===== config.mk =====
export PLATFORM = sky130hd
export DESIGN_NAME = keyed_wdog
export DESIGN_NICKNAME = d
export VERILOG_FILES = /design/src/rtl/keyed_wdog.sv
export SDC_FILE = /design/constraint.sdc
export NUM_CORES = 1
export LEC_CHECK = 0
export ABC_AREA = 1
export BUFFER_PORTS_ARGS = -buffer_cell sky130_fd_sc_hd__buf_2
export CAP_MARGIN = 20
export CORE_MARGIN = 1
export CORE_UTILIZATION = 30
export DETAILED_ROUTE_END_ITERATION = 10
export GPL_ROUTABILITY_DRIVEN = 0
export GPL_TIMING_DRIVEN = 0
export SLEW_MARGIN = 25
export SYNTH_ARGS = -nofsm -noshare
export SYNTH_HDL_FRONTEND = slang
export SYNTH_SLANG_ARGS = --single-unit

===== constraint.sdc =====
create_clock -name clk -period 1.81 [get_ports clk]
set_input_delay 0.362 -clock clk [delete_from_list [all_inputs] [get_ports clk]]
set_output_delay 0.362 -clock clk [all_outputs]
set_load 0.01 [all_outputs]

===== src/rtl/keyed_wdog.sv =====
module keyed_wdog #(
  parameter int ADDR_W       = 2,
  parameter int DATA_W       = 8,
  parameter int CTRL_ADDR    = 0,
  parameter int SVC_ADDR     = 1,
  parameter logic [DATA_W-1:0] ARM_KEY  = 8'h55,
  parameter logic [DATA_W-1:0] FIRE_KEY = 8'hAA,
  parameter int PRE_LOG2     = 9,
  parameter int TO_MIN_LOG2  = 9,
  parameter int TO_STEP_LOG2 = 2
) (
  input  logic              clk,
  input  logic              rst,
  input  logic              wr_en,
  input  logic [ADDR_W-1:0] wr_addr,
  input  logic [DATA_W-1:0] wr_data,
  output logic              reset_req
);
  localparam int SEL_W    = 2;
  localparam int EN_BIT   = 7;
  localparam int BYP_BIT  = 2;
  localparam int SEL_LSB  = 4;
  localparam int MAX_LOG2 = TO_MIN_LOG2 + TO_STEP_LOG2 * ((1 << SEL_W) - 1);
  localparam int CNT_W    = MAX_LOG2;
  localparam int LOG_W    = $clog2(MAX_LOG2 + 1);

  logic             ctrl_lock, en_q, byp_q, armed_q;
  logic [SEL_W-1:0] sel_q;
  logic [PRE_LOG2-1:0] pre_q;
  logic [CNT_W-1:0] cnt_q, last;
  logic [CNT_W:0]   span;
  logic [LOG_W-1:0] tlog;

  assign tlog = LOG_W'(TO_MIN_LOG2) + LOG_W'(TO_STEP_LOG2) * LOG_W'(sel_q);
  assign span = (CNT_W+1)'(1) << tlog;
  assign last = span[CNT_W-1:0] - 1'b1;

  wire ctrl_wr = wr_en && (wr_addr == ADDR_W'(CTRL_ADDR));
  wire svc_wr  = wr_en && (wr_addr == ADDR_W'(SVC_ADDR));
  wire fire    = svc_wr && (wr_data == FIRE_KEY) && armed_q;
  wire tick    = byp_q || (&pre_q);
  wire expire  = en_q && tick && (cnt_q == last);

  always_ff @(posedge clk) begin
    if (rst) begin
      ctrl_lock <= 1'b0;
      en_q      <= 1'b0;
      byp_q     <= 1'b0;
      sel_q     <= '0;
      armed_q   <= 1'b0;
      pre_q     <= '0;
      cnt_q     <= '0;
      reset_req <= 1'b0;
    end else begin
      if (ctrl_wr && !ctrl_lock) begin
        ctrl_lock <= 1'b1;
        en_q      <= wr_data[EN_BIT];
        byp_q     <= wr_data[BYP_BIT];
        sel_q     <= wr_data[SEL_LSB +: SEL_W];
      end
      if (svc_wr)
        armed_q <= (wr_data == ARM_KEY);
      if (fire || !en_q) begin
        pre_q <= '0;
        cnt_q <= '0;
      end else begin
        pre_q <= pre_q + 1'b1;
        if (tick)
          cnt_q <= expire ? '0 : cnt_q + 1'b1;
      end
      reset_req <= expire && !fire;
    end
  end

  AST_ONE_CYCLE_PULSE: assert property (@(posedge clk) disable iff (rst)
    reset_req |=> !reset_req);
  AST_COUNT_IN_RANGE: assert property (@(posedge clk) disable iff (rst)
    cnt_q <= last);
  AST_PRESCALE_HOLD: assert property (@(posedge clk) disable iff (rst)
    (en_q && !byp_q && !(&pre_q) && !fire) |=> $stable(cnt_q));
  AST_KEY_RESTART: assert property (@(posedge clk) disable iff (rst)
    fire |=> (cnt_q == '0 && !reset_req));
  AST_LONE_FIRE_IDLE: assert property (@(posedge clk) disable iff (rst)
    (svc_wr && wr_data == FIRE_KEY && !armed_q) |=> !armed_q);
  AST_CTRL_FROZEN: assert property (@(posedge clk) disable iff (rst)
    ctrl_lock |=> $stable({en_q, byp_q, sel_q}));
  AST_DISABLED_QUIET: assert property (@(posedge clk) disable iff (rst)
    !en_q |=> !reset_req);
endmodule


Yosys cells after proc, flatten, opt, wreduce, memory -nomap -nowiden
Index checks and enable logic that the tools add are counted.
W data, S select, Z words.
{"block": "word_totals", "register_bits": 31, "latch_bits": 0, "ram_bits": 0, "mem_bits_ro": 0, "output_inout_bits": 1, "word_cells": 34, "n_memories": 0}
{"block": "classes", "addsub": 4, "mul": 0, "div_mod_pow": 0, "order_cmp": 0, "eq_ne": 4, "n_shift": 1, "muxes": 1, "bitwise_logic": 0, "reduce_logical": 16}
{"op": "$add A15 B1 Y15 const B", "n": 1}
{"op": "$eq A15 B15 Y1", "n": 1}
{"op": "$mux W15", "n": 1}
{"op": "$shl A1 B4 Y15 const A", "n": 1}
{"op": "$sub A15 B1 Y15 const B", "n": 1}
{"op": "$add A9 B1 Y9 const B", "n": 1}
{"op": "$reduce_and A9 Y1", "n": 1}
{"op": "$eq A8 B7 Y1 const B", "n": 1}
{"op": "$eq A8 B8 Y1 const B", "n": 1}
{"op": "$logic_and A1 B1 Y1", "n": 8}
{"op": "$add A4 B3 Y4 const A", "n": 1}
{"op": "$logic_not A1 Y1", "n": 3}
{"op": "$eq A2 B1 Y1 const B", "n": 1}
{"op": "$logic_not A2 Y1", "n": 1}
{"op": "$logic_or A1 B1 Y1", "n": 2}
{"op": "$reduce_or A2 Y1", "n": 1}

Depth between registers and ports, before layout
Gate-level depths: netlist (run 1).
{"block": "depth", "ltp_word": 6, "ltp_mapped": 13}

Worst setup path after synthesis (run 1)
OpenSTA, ideal clock, no wires.
{"block": "synth_path", "kind": "register to register", "start": "register pre_q[0]", "end": "register cnt_q[10]", "setup_time_ps": 115, "t_arrival_ps": 1542, "required_ps": 1695, "slack_ps": 154, "path_stages_with_launch": 11, "n_path_buf": 0, "synth_period_minus_slack_ps": 1656, "path_cell_list": "dfxtp_1 -> ha_1 -> nand3_1 -> nor2_1 -> ha_1 -> inv_1 -> nand2_2 -> nand3_1 -> nor2_4 -> xor2_1 -> nor2_1"}
{"block": "synth_between", "elab_chain_len": 5}
{"item": "from (decl)", "line": "29", "text": "logic [PRE_LOG2-1:0] pre_q;"}
{"item": "from (signal assigned)", "line": "67", "text": "pre_q <= pre_q + 1'b1;"}
{"item": "$reduce_and A9 Y1 (*)", "line": "41", "text": "wire tick = byp_q || (&pre_q);"}
{"item": "$logic_or A1 B1 Y1 (*)", "line": "41"}
{"item": "$logic_and A1 B1 Y1 (2 in series)", "line": "42", "text": "wire expire = en_q && tick && (cnt_q == last);"}
{"item": "$mux W15", "line": "69", "text": "cnt_q <= expire ? '0 : cnt_q + 1'b1;"}
{"item": "to (signal assigned)", "line": "69"}
{"item": "to (decl)", "line": "30", "text": "logic [CNT_W-1:0] cnt_q, last;"}
Mark *: on every way between the ends. The rest lies on a longest branch, timed or not.
A chain may end at the register's enable or synchronous reset.

Worst setup path in the final report (run 1)
{"block": "layout_path", "start": "register pre_q[0]", "end": "register cnt_q[0]"}
Same word-level chain as after synthesis.

==> run metrics, run 1 <==
total power draw=1470 uW; Synth area leader=dfxtp_1; DRC viols=0; Layout Area Growth over Synthesis=22.0%; Iter 0 DRT Violations=87; Slew HR=around 81%; GRT Util Overall=between 10% and 20%; I/O Pins=14; # setup viols final=0; Logic pwr share=under 10%; crit end category=flip-flop; Final HPWL DP=~2.1 mm; worst ir drop on vdd=roughly 0.47 mV; Antenna Cells=0; pwr/cell area=~770 mW/mm^2; clock slew at reported path FFs=roughly 0.070 ns; placed inst area=about 0.0017 sq mm; DRT antenna net count=0; Max H-tree Level=2; top routing layer in use=met4; fin area=~0.0019 sq mm; row cnt=25; min-delay src=rst; ranking of synthesized cells by area=dfxtp_1 40%, nor2_1 9.6%, nand2_1 8.9%; Max Cap Violations=0; critical path class=reg2reg; Root Driver=clkbuf_8; CP arrival=approximately 1.9 ns; Final period util=between 90% and 100%; most common cell in the synthesized netlist=nor2_1; status=complete, no violations; top post-synthesis cells by count=40 x nor2_1, 37 x nand2_1, 31 x dfxtp_1; Critical R2R Launch=pre_q[0]$_SDFF_PP0_; starting density of the core=32.1%; Synth Instances=roughly 220; WL met3=approximately 120 um; Synth top area share=39.6%; Distinct cells, synth=23; WL met2=around 1.3 mm; CTS hold repair buffers=0; vias in the first global route=1203; skew final=about 0.0081 ns; syn nets=233; DR vias/cell=between 4 and 5; worst-margin pin slew=approximately 0.28 ns; M1 wire length=around 1.5 mm; Clk pwr share=roughly half; share of layout cells above drive strength 1=between 20% and 30%; drt first pass iters=4; GRT overflow=0; total CTS buffers=5; Skew-Pair Late Insertion Delay=0.28 ns; crit-path max FO=8; initial antenna violation count=0; Die Ht=approximately 74 um; clk buf depth=2; first-pass GRT wire length=around 5.2 mm; RSZ-0062 raised after global routing=yes; fmax=596 MHz; top_reg_cell synth=dfxtp_1; switch share=roughly a fifth; TritonCTS Sinks=31; Syn Std Cell Area=around 0.0016 sq mm; mean area per synthesized cell=between 7 and 8 sq um; Fin. Hold Viols=0; via count=about 1.3k; Total Wirelength=2.87 mm; CP startpoint=pre_q[0]$_SDFF_PP0_; Async SR Flop Fraction=0%; die width=roughly 74 um; Slew Limit Fails=0; Core Region=between 0.004 and 0.005 sq mm; Seq/Total Area, Yosys=approximately two fifths; Tightest Hold Check Type=in2reg; Sequential Power Share=between 40 and 50%; P_sw=roughly 310 uW; I/O Buffers=13; Pleak=around 0.00073 uW; Int Power=1160 uW; time the worst path needs with I/O delays and setup=around 1.7 ns; largest net degree at the start of global routing=11; yosys warns=0; Die ar.=0.00551 sq mm; startpoint class of the critical path=flip-flop; # nets final=254; TritonCTS clock tree=yes; CP required=1.99 ns; DR WL/cell=between 9 and 10 um; number of flops mapped to enable cells by yosys=0; Yosys reg bits=31
==> worst max-delay path, stage by stage (launching register included) <==
cell and delay, ns:
dfxtp_2 0.36, ha_4 0.15, nand3_4 0.10, nor2_4 0.14, ha_4 0.16, nor2_4 0.06
nor2_2 0.12, nand3_2 0.09, nor2_2 0.13, nand2_2 0.08, nand2_4 0.13, nor2_1 0.06
==> layout make-up <==
cell class,count,area (sq um)
inverters,31,116
repair buffers,14,72.6
flip-flops and latches,31,623
plain buffers,1,11.3
clock buffers,6,82.6
well taps,67,83.8
multi-input cells,154,885
clock inverters,2,35.0
fillers,531,2970
==> routing by layer <==
metal	vias to the layer above	global-route usage, %
met2	27	19.1
met5	-	0
met3	4	4.47
met1	568	15.8
met4	0	3.14
li1	728	-
==> sequential cells by signal, summed over array words and instances, names as in the netlist <==
name,flops
armed_q,1
en_q,1
byp_q,1
sel_q,2
ctrl_lock,1
reset_req,1
pre_q,9
cnt_q,15
==> layout by cell type (no fill, tap or decap), types with 4 or more instances in the layout <==
master	instances
nand2_1	37
nor2_1	36
inv_1	29
dfxtp_1	29
nand3_1	13
buf_2	13
o21ai_0	10
nand4_1	9
nor2_2	9
xor2_1	8
a21oi_1	6
clkbuf_8	6
nand3_2	4
nor3_1	4
==> stage by stage <==
| stage | instances | TNS, ns | worst slack (ns) | util (%) | hold WS (ns) |
|---|---|---|---|---|---|
| CTS | 305 | 0 | 0.00495 | 37.8 | 0.317 |
| detailed placement | 297 | -0.463 | -0.0764 | 35.1 | 0.448 |
| floorplan | 217 | 0 | 0.154 | - | 0.418 |
| finish | 306 | 0 | 0.132 | 39.1 | 0.327 |
| global placement | 297 | -0.0886 | -0.0420 | 35.1 | 0.432 |
| global route | 306 | -0.0110 | -0.00632 | 39.1 | 0.342 |
==> path summary, 6_finish.rpt <==
path                             to  slack, ns  cells after the start
max           cnt_q[0]$_SDFFE_PP0P_       0.13                     11
min          ctrl_lock$_SDFFE_PP0P_       0.33                      2
max reg2reg   cnt_q[0]$_SDFFE_PP0P_       0.13                     11
min reg2reg     pre_q[0]$_SDFF_PP0_       0.44                      1
==> power by group through the flow <==
stage               logic (uW)  registers [uW]  clock network [uW]
global placement          59.8             710                   0
finish                    61.4             696                 710
global route              70.7             696                 756
CTS                       61.1             695                 734
floorplan                 34.1             709                   0
detailed placement        60.3             711                   0
==> timing repair <==
item	4_1_cts	5_1_grt
endpoints found under the setup margin	11	12
gates resized for setup	4	12
setup buffers	0	1
gates cloned	0	0
pin swaps	3	7
==> logic make-up after synthesis <==
family / after synthesis / share of synthesized area, %
multiplexers: 1 / 0.640
buffers and inverters: 32 / 8.15
adder cells (fa/ha/maj): 3 / 2.40
XOR/XNOR: 10 / 5.60
AND/OR/NAND/NOR: 122 / 37.6
AO/OA/AOI/OAI: 18 / 6.00
flip-flops: 31 / 39.6
Power figures use the tool's default switching activity.
==> inputs of run 2 (changes only) <==
ABC_AREA = unset   (was 1)
==> run 2 against run 1 <==
Compared with the run above:
- the flow now finishes with violations (setup timing)
- die area decreased by 8.3%
- fmax decreased by 26%
- cell count decreased by 22%
- area after synthesis decreased by 8.6%
- critical path type unchanged
- largest cell class unchanged
==> run metrics, run 2 <==
Root Driver=clkbuf_8; DRT antenna net count=0 (unchanged); pwr/cell area=684 mW/mm^2 (-11%); CTS hold repair buffers=0 (unchanged); crit end category=flip-flop; most frequent cells in the layout=29 x dfxtp_1, 21 x nor2_1, 13 x buf_2; Fill cells=438 (-18%); TritonCTS clock tree=yes; I/O Pins=14 (unchanged); final setup margin=-0.472 ns (-0.604 ns); worst reg-to-reg setup slack=-0.47 ns (-0.60 ns); Seq/Total Area, Yosys=43.4% (+3.7 points); DR vias/cell=4.76 (+9.8%); Tightest Hold Check Type=in2reg; Synth area leader=dfxtp_1; DRC viols=0 (unchanged); top_reg_cell synth=dfxtp_1; clock slew at reported path FFs=0.06 ns (about the same); status=finished, violations left; most common cell in the synthesized netlist=dfxtp_1; Final period util=126% (+33 points); Synth Area in Simple Gates=28.9% (-8.6 points); post-synthesis mux area share=3.50% (+2.9 points); Die ar.=0.00505 sq mm (-8.3%); syn nets=170 (-27%); max FFs per register=15 (unchanged); Final HPWL DP=1.81 mm (-15%); startpoint class of the critical path=flip-flop; DR WL/cell=11.5 um (+23%); TritonCTS Sinks=31 (unchanged); CP arrival=2.49 ns (+0.64 ns); GRT overflow=0 (unchanged); Synth Area in Compound Gates=7.87% (+1.9 points); Slew Limit Fails=0 (unchanged); first-pass GRT wire length=4.96 mm (-4.2%); share of layout cells above drive strength 1=27.8% (+6.1 points); yosys warns=0 (unchanged); drt first pass iters=4 (unchanged); total power draw=1280 uW (-13%); mean area per synthesized cell=9.29 sq um (+29%); crit-path max FO=2 (-6); Max H-tree Level=2 (unchanged); adder-cell share of the synthesized area=2.62% (+0.22 points); row cnt=24 (-4.0%); Pleak=0.000682 uW (-6.3%); most common cell after layout, fill and taps aside=dfxtp_1; Fin. Hold Viols=0 (unchanged); top post-synthesis cells by count=31 x dfxtp_1, 22 x nor2_1, 11 x nor3_1; number of flops mapped to enable cells by yosys=0 (unchanged); Synth Instances=154 (-29%); Largest regs=cnt_q x15, pre_q x9, sel_q x2; time the worst path needs with I/O delays and setup=2.28 ns (+0.604 ns); Max Cap Violations=0 (unchanged); Async SR Flop Fraction=0% (unchanged); slowest CP cell=or4_4; Worst path max stage delay=0.42 ns (+0.06 ns); Slew HR=66.4% (-15 points); depth of the most critical reg-to-reg path=10 (-1); clk buf depth=2 (unchanged); Distinct cells, synth=36 (+57%); initial antenna violation count=0 (unchanged); # nets final=203 (-20%); Most flops, register=cnt_q; CP cell instances=ha_4 > nand3_4 > nor2_4 > and3_4 > ha_4 > o211ai_1 > or3_4 > buf_4 > or4_4 > a21oi_2; Layout Area Growth over Synthesis=30.5%; WHS=0.335 ns (+0.00772 ns); failing checks=setup timing; Final Core Density=41.8% (+2.6 points); Skew-Pair Late Insertion Delay=0.28 ns (about the same); post-route setup TNS=-4.03 ns (-4.03 ns); # setup viols final=13 (+13); ranking of synthesized cells by area=dfxtp_1 43%, xnor2_1 6.1%, nor2_1 5.8%; Die Ht=71.1 um (-4.3%); Core Region=0.00447 sq mm (-8.3%); capture point of the worst path=cnt_q[14]$_SDFFE_PP0P_; starting density of the core=32.0% (-0.086 points); skew final=0.00790 ns (-0.000184 ns); GRT Util Overall=12.9% (+0.79 points); Critical R2R Launch=pre_q[0]$_SDFF_PP0_; Synth top area share=43.4% (+3.7 points); RSZ-0062 raised after global routing=yes; total CTS buffers=5 (unchanged); via count=1138 (-14%); Syn Std Cell Area=0.00143 sq mm (-8.6%); I/O Buffers=13 (unchanged); most frequent cell on the critical path=ha_4; die width=71.1 um (-4.3%); CP required=2.02 ns (+0.03 ns); Synth Area in XOR/XNOR=11.6% (+6.0 points); fin area=0.00187 sq mm (-2.2%); Antenna Cells=0 (unchanged); capturing point of the worst reg2reg path=cnt_q[14]$_SDFFE_PP0P_; Iter 0 DRT Violations=31 (-64%); worst ir drop on vdd=0.302 mV (-35%); Yosys reg bits=31 (unchanged); Total Wirelength=2.75 mm (-4.2%); vias in the first global route=1123 (-6.7%); critical path class=reg2reg; worst-margin pin slew=0.504 ns (+0.220 ns); main combinational cell family by area after synthesis=simple AND/OR/NAND/NOR gates; placed inst area=0.00159 sq mm (-7.4%); largest net degree at the start of global routing=11 (unchanged); CP startpoint=pre_q[0]$_SDFF_PP0_; fmax=438 MHz (-26%)
==> run 2: cell types whose count changed after synthesis, moves of 7 or more <==
| cell | before | now |
|---|---|---|
| xnor2_1 | 2 | 10 |
| nor2_1 | 40 | 22 |
| nor3_1 | 4 | 11 |
| o21ai_0 | 10 | 2 |
| nand2_1 | 37 | 9 |
| inv_1 | 29 | 3 |
| nand3_1 | 15 | 5 |
| nor2_2 | 7 | 0 |
==> run 2: where the power goes <==
group,internal [uW],total [uW],switching [uW]
sequential,687,692,5.11
clock,298,541,244
combinational,22.8,44.6,21.8
total,1010,1280,271
==> run 2: worst min path at each step <==
stage | from | endpoint | slack [ns] | cells after the start
floorplan | pre_q[0]$_SDFF_PP0_ | pre_q[0]$_SDFF_PP0_ | 0.43 | 1
global placement | pre_q[0]$_SDFF_PP0_ | pre_q[0]$_SDFF_PP0_ | 0.44 | 1
detailed placement | pre_q[0]$_SDFF_PP0_ | pre_q[0]$_SDFF_PP0_ | 0.45 | 1
CTS | rst | armed_q$_SDFFE_PP0N_ | 0.33 | 2
global route | rst | byp_q$_SDFFE_PP0P_ | 0.33 | 2
finish | rst | ctrl_lock$_SDFFE_PP0P_ | 0.34 | 2
==> run 2: layout make-up <==
type                    instances  area [sq um]  share of cell area [%]
clock buffers                   6          82.6                    4.42
clock inverters                 1          5.00                   0.268
inverters                       3          11.3                   0.603
plain buffers                   5          18.8                    1.00
flip-flops and latches         31           623                    33.4
multi-input cells             115           892                    47.8
repair buffers                 26           170                    9.11
well taps                      52          65.1                    3.48
==> run 2: worst max-delay path, delay by kind of cell (launching register included) <==
| family | cells | cell delay [ns] |
|---|---|---|
| and+or+nand+nor | 5 | 1.20 |
| DFF | 1 | 0.35 |
| adders and majority gates | 2 | 0.28 |
| AOI/OAI and AO/OA | 2 | 0.24 |
| buffers and inverters | 1 | 0.15 |
==> run 2: layer usage <==
| layer | part of all wire, % | routed length (um) | vias up | track usage (%) |
|---|---|---|---|---|
| met1 | 49 | 1340 | 518 | 15.5 |
| li1 | - | - | 608 | - |
| met2 | 47 | 1280 | 8 | 21.0 |
| met3 | 3.1 | 85 | 4 | 5.13 |
| met5 | 0 | 0 | - | 0 |
| met4 | 1.4 | 38 | 0 | 4.67 |
==> run 2: timing repair <==
action	CTS	global route
cloned	1	0
pin swaps	9	4
resized for setup	12	6
buffers inserted	8	4
endpoints found under the setup margin	13	15
==> run 2: metrics by stage <==
step / setup WS [ns] / instances
after floorplan: -0.348 / 154
after global placement: -0.678 / 219
after detailed placement: -0.697 / 219
after CTS: -0.477 / 235
after global routing: -0.588 / 239
final: -0.472 / 239
==> run 2: cell families (layout without fill, tap and decap cells) <==
group,count (synthesis),in the layout
flops,31,31
xor+xnor,19,19
buf+inv,8,41
mux,5,5
compound gates,13,13
simple gates,75,75
fa+ha+maj,3,3
